### config.mk
export PLATFORM = sky130hd
export DESIGN_NAME = nested_irq_ctrl
export DESIGN_NICKNAME = d
export VERILOG_FILES = /design/src/rtl/nic_pkg.sv /design/src/rtl/nic_arb.sv /design/src/rtl/nic_isr.sv /design/src/rtl/nested_irq_ctrl.sv
export SDC_FILE = /design/constraint.sdc
export NUM_CORES = 1
export LEC_CHECK = 0
export BUFFER_PORTS_ARGS = -buffer_cell sky130_fd_sc_hd__buf_2
export CAP_MARGIN = 20
export CORE_AREA = 4 4 61 63
export CTS_CLUSTER_SIZE = 24
export DETAILED_ROUTE_END_ITERATION = 8
export DIE_AREA = 0 0 65 67
export PLACE_DENSITY = 0.67
export SYNTH_ARGS = -nofsm -noshare
export SYNTH_HDL_FRONTEND = slang
export SYNTH_HIERARCHICAL = 1
export SYNTH_SLANG_ARGS = --single-unit
### constraint.sdc
create_clock -name clk -period 1.9 [get_ports clk]
set_input_delay 0.19 -clock clk [delete_from_list [all_inputs] [get_ports clk]]
set_output_delay 0.19 -clock clk [all_outputs]
set_load 0.005 [all_outputs]
### src/rtl/nic_pkg.sv
package nic_pkg;
  localparam int LVL_W   = 2;
  localparam int NUM_LVL = 1 << LVL_W;
  typedef logic [LVL_W-1:0] lvl_t;
endpackage

### src/rtl/nic_arb.sv
module nic_arb
  import nic_pkg::*;
#(
  parameter int N_SRC = 8,
  localparam int IDW  = (N_SRC > 1) ? $clog2(N_SRC) : 1
) (
  input  logic [N_SRC-1:0]            eff,
  input  logic [N_SRC-1:0][LVL_W-1:0] prio,
  output logic                        win_vld,
  output logic [IDW-1:0]              win_id,
  output lvl_t                        win_lvl
);
  // Scan from the top index down; ">=" lets a smaller index take over a tie.
  always_comb begin
    win_vld = 1'b0;
    win_id  = '0;
    win_lvl = '0;
    for (int i = N_SRC - 1; i >= 0; i--) begin
      if (eff[i] && (!win_vld || prio[i] >= win_lvl)) begin
        win_vld = 1'b1;
        win_id  = IDW'(i);
        win_lvl = prio[i];
      end
    end
  end
endmodule

### src/rtl/nic_isr.sv
module nic_isr
  import nic_pkg::*;
(
  input  logic clk,
  input  logic rst_n,
  input  logic push,
  input  lvl_t push_lvl,
  input  logic pop,
  output logic busy,
  output lvl_t run_lvl
);
  logic [NUM_LVL-1:0] isr_q, isr_d, top_oh;

  always_comb begin
    top_oh  = '0;
    run_lvl = '0;
    for (int l = 0; l < NUM_LVL; l++) begin
      if (isr_q[l]) begin
        top_oh  = '0;
        top_oh[l] = 1'b1;
        run_lvl = lvl_t'(l);
      end
    end
    busy = |isr_q;
  end

  always_comb begin
    isr_d = isr_q;
    if (pop) isr_d = isr_d & ~top_oh;
    if (push) isr_d[push_lvl] = 1'b1;
  end

  always_ff @(posedge clk or negedge rst_n) begin
    if (!rst_n) isr_q <= '0;
    else if (push || pop) isr_q <= isr_d;
  end


  push_marks_chk: assert property (@(posedge clk) disable iff (!rst_n)
    push |=> isr_q[$past(push_lvl)]);


  pop_clears_top_chk: assert property (@(posedge clk) disable iff (!rst_n)
    (pop && !push && busy) |=> !isr_q[$past(run_lvl)]);


  isr_step_chk: assert property (@(posedge clk) disable iff (!rst_n)
    !push |=> $countones(isr_q) <= $past($countones(isr_q)));
endmodule

### src/rtl/nested_irq_ctrl.sv
module nested_irq_ctrl
  import nic_pkg::*;
#(
  parameter int N_SRC = 8,
  localparam int IDW  = (N_SRC > 1) ? $clog2(N_SRC) : 1
) (
  input  logic             clk,
  input  logic             rst_n,
  input  logic [N_SRC-1:0] irq_pend,
  input  logic [N_SRC-1:0] src_en,
  input  logic             glb_en,
  input  logic [N_SRC-1:0] prio_hi,
  input  logic [N_SRC-1:0] prio_lo,
  input  logic             cyc_start,
  input  logic             ack,
  input  logic             reti,
  output logic             irq_req,
  output logic [IDW-1:0]   irq_id,
  output logic [1:0]       irq_lvl
);
  logic [N_SRC-1:0]            eff;
  logic [N_SRC-1:0][LVL_W-1:0] prio;
  logic                        win_vld, busy, raise, accept, upd;
  logic [IDW-1:0]              win_id, id_q, id_d;
  lvl_t                        win_lvl, run_lvl, lvl_q, lvl_d;
  logic                        req_q, req_d;

  for (genvar g = 0; g < N_SRC; g++) begin : g_src
    assign eff[g]  = irq_pend[g] & src_en[g] & glb_en;
    assign prio[g] = {prio_hi[g], prio_lo[g]};
  end

  nic_arb #(.N_SRC(N_SRC)) u_arb (
    .eff(eff), .prio(prio),
    .win_vld(win_vld), .win_id(win_id), .win_lvl(win_lvl)
  );

  nic_isr u_isr (
    .clk(clk), .rst_n(rst_n),
    .push(accept), .push_lvl(lvl_q), .pop(reti),
    .busy(busy), .run_lvl(run_lvl)
  );

  // Next state
  always_comb begin
    raise  = win_vld && (!busy || win_lvl > run_lvl);
    accept = ack && req_q;
    upd    = cyc_start && !accept && raise;
    req_d  = req_q;
    id_d   = id_q;
    lvl_d  = lvl_q;
    if (accept) req_d = 1'b0;
    else if (cyc_start) req_d = raise;
    if (upd) begin
      id_d  = win_id;
      lvl_d = win_lvl;
    end
  end

  // Registers
  always_ff @(posedge clk or negedge rst_n) begin
    if (!rst_n) begin
      req_q <= 1'b0;
      id_q  <= '0;
      lvl_q <= '0;
    end else begin
      req_q <= req_d;
      if (upd) begin
        id_q  <= id_d;
        lvl_q <= lvl_d;
      end
    end
  end

  assign irq_req = req_q;
  assign irq_id  = id_q;
  assign irq_lvl = lvl_q;


  strict_preempt_chk: assert property (@(posedge clk) disable iff (!rst_n)
    (irq_req && busy) |-> (irq_lvl > run_lvl));


  top_level_block_chk: assert property (@(posedge clk) disable iff (!rst_n)
    (busy && run_lvl == 2'd3) |-> !irq_req);


  ack_drops_req_chk: assert property (@(posedge clk) disable iff (!rst_n)
    (ack && irq_req) |=> !irq_req);


  hold_between_chk: assert property (@(posedge clk) disable iff (!rst_n)
    !cyc_start |=> ($stable(irq_id) && $stable(irq_lvl) && !$rose(irq_req)));
endmodule

==> results.yml, run 1 <==
status:
  status: "finished with violations"
  violations: "setup timing"
yosys:
  synth_edf_count: 0
  synthFlopType: "dfrtp_1"
  yosys.cell_types.count: 53
  ys_seq_area_frac: 0.191
  synth_top_area_frac: 0.191
  yosysTopAreaCell: "dfrtp_1"
  ys_warn_count: 6
  synth_area_leaders: "dfrtp_1 (19%), ha_1 (15%), mux2_4 (6.9%)"
  synth_fp_nets: 202
  syn_inst: 148
  syn_area_um2: 1310
  ys_ff_latch: 10
  synthArstFlopShare: 1.00
  synth.avg_cell_area_um2: 8.84
setup_path:
  crit_required_ps: 2060
  worstSetupEndpointType: "flip-flop"
  cp_slowest_stage_delay_ps: 380
  worstSetupPathDepth: 49
  cp_num_buf_inv: 2
  crit_type: "in2reg"
  cp_common_cell: "nand2b_4"
  r2r_cells: 7
  path_max_fanout: 6
  crit_slowest_cell: "or3b_4"
  arrival_ps: 8890
  critical_path.startpoint_type: "input pin"
  cp_top_family: "compound AO/OA/AOI/OAI gates"
floorplan:
  rows: 21
  die_h_um: 67
  die_x_um: 65
  fp.coreArea_um2: 3230
  start_util: 0.405
  io_pins: 44
  die_area_um2: 4360
route:
  dr.pass1.iters: 4
  vias_per_cell: 4.99
  detail_route.wl_per_cell_um: 13.7
  ant_nets: 0
  wl_um: 4150
  drt_iter0_markers: 37
  vias: 1518
  drcViolationCount: 0
global_route:
  antenna_found_initial: 0
  grt_max_degree: 11
  grt_pass1_wl_um: 6930
  grt_pass1_vias: 1644
  grt_use_total: 0.203
  grt-ovfl-total: 0
worst_hold_path:
  hold_path_class: "in2reg"
  hold_depth: 2
clock_network:
  htree_levels: 1
  clockBufferDepth: 2
  cts.clk_slew.worst_paths_ps: 60
  cts_buffers: 3
  cts.sinks: 10
  root_buffer: "clkbuf_4"
  clkLatencyLatePin_ps: 280
  cts_tree: "built"
timing:
  hold_ws_ps: 142
  fin_ws_ps: -6830
  slew_viol_final: 0
  worst_slew_pin_slew_ps: 352
  post-route-period-util: 4.59
  fin_worst_skew_ps: 4.28
  fin_tns_setup_ps: -40860
  max_freq_mhz: 115
  fin_crit_ps: 8730
  slew_headroom: 0.763
  setup_viol: 6
  rsz0062_at_grt: "yes"
  finalHoldViolCount: 0
place:
  portBuffers: 43
  placed_cell_area_um2: 2100
  hpwl_um: 3540
  routabilityCongestion: 0.845
power:
  power.leakage_uw: 0.00122
  ir_drop_mv: 0.215
  power_density_nw_per_um2: 634
  p_total_uw: 1510
cells_and_area:
  layout_common_cells: "buf_4 (62), buf_2 (40), inv_1 (14), dfrtp_1 (10), ha_1 (9)"
  finalNetCount: 313
  diodes: 0
  area_growth_syn_to_layout_pct: 82.4
  layout_commonest_cell: "buf_4"
  drive_above_1_share: 0.663
  final_area_um2: 2390
job:
  cap_violations: 0
-- final cells by class --
cell class	instances	area, µm²
inverter	16	60.1
timing repair buffer	106	713
multi-input combinational	122	1270
sequential	10	250
clock buffer	4	36.3
fill	232	845
tap	46	57.6
-- cell usage after synthesis, types with 3 or more instances --
library cell and n:
ha_1 16, inv_1 16, dfrtp_1 10, nand2_1 10
nand2b_1 9, and3_1 8, mux2_4 6, nor2_1 6
a21oi_1 5, o21ai_0 5, a211oi_1 3, o22ai_1 3
or2_1 3
-- final timing paths --
path | start | end | slack [ps]
setup / recovery | irq_pend[7] | irq_lvl[0]$_DFFE_PN0P_ | -6830
hold reg to reg | irq_req$_DFFE_PN0P_ | irq_req$_DFFE_PN0P_ | 500
setup reg to reg | u_isr/isr_q[2]$_DFFE_PN0P_ | irq_lvl[0]$_DFFE_PN0P_ | 130
hold / removal | reti | u_isr/isr_q[3]$_DFFE_PN0P_ | 140
max in group asynchronous | rst_n | irq_lvl[0]$_DFFE_PN0P_ | 1400
min in group asynchronous | rst_n | irq_lvl[1]$_DFFE_PN0P_ | 310
-- report_power, final --
part | internal [µW] | switching [µW]
logic | 560 | 408
clock network | 117 | 76.9
registers | 291 | 61.7
-- through the flow --
| step | std cells | utilization | worst slack [ps] |
|---|---|---|---|
| final | 304 | 0.739 | -6830 |
| after global routing | 304 | 0.739 | -7240 |
| after CTS | 299 | 0.710 | -6820 |
| after detailed placement | 283 | 0.651 | -7440 |
| after global placement | 283 | 0.651 | -7140 |
| after floorplan | 148 | - | -7010 |
-- sequential cells by signal (all words and copies together) (netlist names) --
register     flops
irq_id           3
u_isr/isr_q      4
irq_req          1
irq_lvl          2
-- routing by layer --
layer / part of all wire / global-route usage / vias up
met5: 0 / 0 / -
met4: 0.018 / 0.0818 / 0
met3: 0.028 / 0.00843 / 7
met2: 0.56 / 0.420 / 37
met1: 0.39 / 0.209 / 703
li1: - / - / 771
-- worst reg2reg max path, delay by kind of cell (launching register included) --
family	cells	cell delay, ps
adders and majority gates	1	230
muxes	1	310
DFF	1	430
and+or+nand+nor	4	560
buffers and inverters	1	120
-- cells by family after synthesis --
| group | share of synthesized area |
|---|---|
| multiplexers | 0.0937 |
| adder cells (fa/ha/maj) | 0.153 |
| buffers and inverters | 0.0459 |
| AO/OA/AOI/OAI | 0.222 |
| AND/OR/NAND/NOR | 0.294 |
| flip-flops | 0.191 |
-- timing repair --
| item | 4_1_cts | 5_1_grt |
|---|---|---|
| pin swaps | 24 | 9 |
| gates resized for setup | 12 | 12 |
| setup endpoints to repair | 6 | 6 |
| hold buffers | 1 | 0 |
| buffers inserted | 11 | 5 |
| hold endpoints to repair | 10 | 0 |
(Power assumes the default switching activity.)
==> inputs of run 2 (changes only) <==
Settings changed: CORE_AREA 4 4 61 63 to 2 2 59 61, DIE_AREA 0 0 65 67 to 0 0 61 63.
==> run 2 against run 1 <==
  * The run still ends with setup timing left
  * First-iteration DRC count is 86% higher
  * Worst hold slack better by 6.2 ps
  * Critical path depth is 1 higher
  * Via count is 0.66% higher
  * Combinational power is 0.5% lower
  * Core utilization is 0.54 points higher
  * Die area is 12% lower
  * Sequential power hardly changed
  * Critical path type unchanged
  * Highest routed layer unchanged
==> results.yml, run 2 (synthesis gave the netlist of run 1 again) <==
place:
  portBuffers: 43
  hpwl_um: 3350
  routabilityCongestion: 0.879
  placed_cell_area_um2: 2120
route:
  drt_iter0_markers: 69
  dr.pass1.iters: 4
  ant_nets: 0
  drcViolationCount: 0
  detail_route.wl_per_cell_um: 13.7
  vias: 1528
  vias_per_cell: 5.04
  wl_um: 4150
global_route:
  grt_use_total: 0.228
  antenna_found_initial: 0
  grt_pass1_wl_um: 6890
  grt-ovfl-total: 0
  grt_max_degree: 11
  grt_pass1_vias: 1624
timing:
  hold_ws_ps: 148
  rsz0062_at_grt: "yes"
  fin_ws_ps: -6810
  fin_tns_setup_ps: -40700
  worst_slew_pin_slew_ps: 400
  post-route-period-util: 4.59
  slew_viol_final: 0
  setup_viol: 6
  max_freq_mhz: 115
  slew_headroom: 0.734
  fin_worst_skew_ps: 6.09
  fin_crit_ps: 8710
  finalHoldViolCount: 0
power:
  power_density_nw_per_um2: 629
  power.leakage_uw: 0.00123
  ir_drop_mv: 0.243
cells_and_area:
  layout_common_cells: "buf_4 (61), buf_2 (40), inv_1 (14), dfrtp_1 (10), ha_1 (9)"
  final_area_um2: 2400
  largest_reg_flops: 4
  area_growth_syn_to_layout_pct: 83.7
  drive_above_1_share: 0.665
  regMostFlops: "u_isr/isr_q"
  layout_commonest_cell: "buf_4"
  diodes: 0
  finalNetCount: 312
clock_network:
  cts_buffers: 3
  htree_levels: 1
  cts.clk_slew.worst_paths_ps: 70
  clkLatencyLatePin_ps: 270
  cts_tree: "built"
  cts.sinks: 10
  clockBufferDepth: 2
  root_buffer: "clkbuf_4"
setup_path:
  cp_common_cell: "nand2b_4"
  r2r_slack_ps: 150
  crit_type: "in2reg"
  arrival_ps: 8870
  endpoint: "irq_lvl[1]$_DFFE_PN0P_"
  crit_start: "irq_pend[7]"
  critical_path.startpoint_type: "input pin"
  cp_slowest_stage_delay_ps: 380
  worstSetupEndpointType: "flip-flop"
  crit_slowest_cell: "or3b_4"
  crit_required_ps: 2050
  r2r_cells: 5
  r2r_start: "u_isr/isr_q[2]$_DFFE_PN0P_"
  path_max_fanout: 6
  r2r_end: "irq_lvl[1]$_DFFE_PN0P_"
floorplan:
  die_area_um2: 3840
  die_x_um: 61
  start_util: 0.405
  io_pins: 44
  fp.coreArea_um2: 3230
  die_h_um: 63
  rows: 21
status:
  status: "finished with violations"
  violations: "setup timing"
job:
  cap_violations: 0
worst_hold_path:
  hold_path_class: "in2reg"
[run 2: per-stage QoR]
| stage | std cells | setup WS [ps] | total power [µW] | util |
|---|---|---|---|---|
| final | 303 | -6810 | 1510 | 0.744 |
| after detailed placement | 285 | -7380 | 1180 | 0.655 |
| after floorplan | 148 | -7010 | 883 | - |
| after CTS | 300 | -6790 | 1480 | 0.717 |
| after global routing | 303 | -7150 | 1640 | 0.744 |
| after global placement | 285 | -7090 | 1140 | 0.655 |
[run 2: timing repair]
item                       in CTS  in global routing
resized for setup              15                 12
pin swaps                      26                 10
setup endpoints to repair       6                  6
hold buffers                    1                  0
setup buffers                  10                  3
hold endpoints to repair       10                  0
[run 2: worst min path at each step]
stage	from	to	cells after the start
after detailed placement	rst_n	irq_lvl[1]$_DFFE_PN0P_	1
after global routing	reti	u_isr/isr_q[3]$_DFFE_PN0P_	2
after floorplan	rst_n	irq_id[0]$_DFFE_PN0P_	0
after CTS	reti	u_isr/isr_q[3]$_DFFE_PN0P_	2
after global placement	rst_n	irq_lvl[1]$_DFFE_PN0P_	1
final	reti	u_isr/isr_q[3]$_DFFE_PN0P_	2
[run 2: final cells by class]
| type | instances | area (µm²) |
|---|---|---|
| tap | 46 | 57.6 |
| inverter | 16 | 60.1 |
| fill | 244 | 827 |
| multi-input combinational | 122 | 1300 |
| sequential | 10 | 250 |
| timing repair buffer | 105 | 702 |
| clock buffer | 4 | 36.3 |
[run 2: report_power, final]
group | total (µW) | internal [µW] | leakage [µW] | switching, µW
clock network | 194 | 117 | 0.0000210 | 77.2
logic | 963 | 554 | 0.00107 | 409
registers | 356 | 291 | 0.000131 | 64.6
[run 2: layer usage]
layer,part of all wire,wire [µm],track usage,up-vias
met5,0,0,0,-
met2,0.55,2300,0.430,33
met1,0.40,1650,0.254,722
met3,0.024,100,0.0124,11
li1,-,-,-,762
met4,0.023,94,0.0870,0
[run 2: critical path, delay by kind of cell]
| family | cells | cell delay (ps) |
|---|---|---|
| mux | 2 | 650 |
| fa+ha+maj | 8 | 1750 |
| buf+inv | 3 | 220 |
| simple gates | 19 | 2870 |
| compound gates | 18 | 3170 |
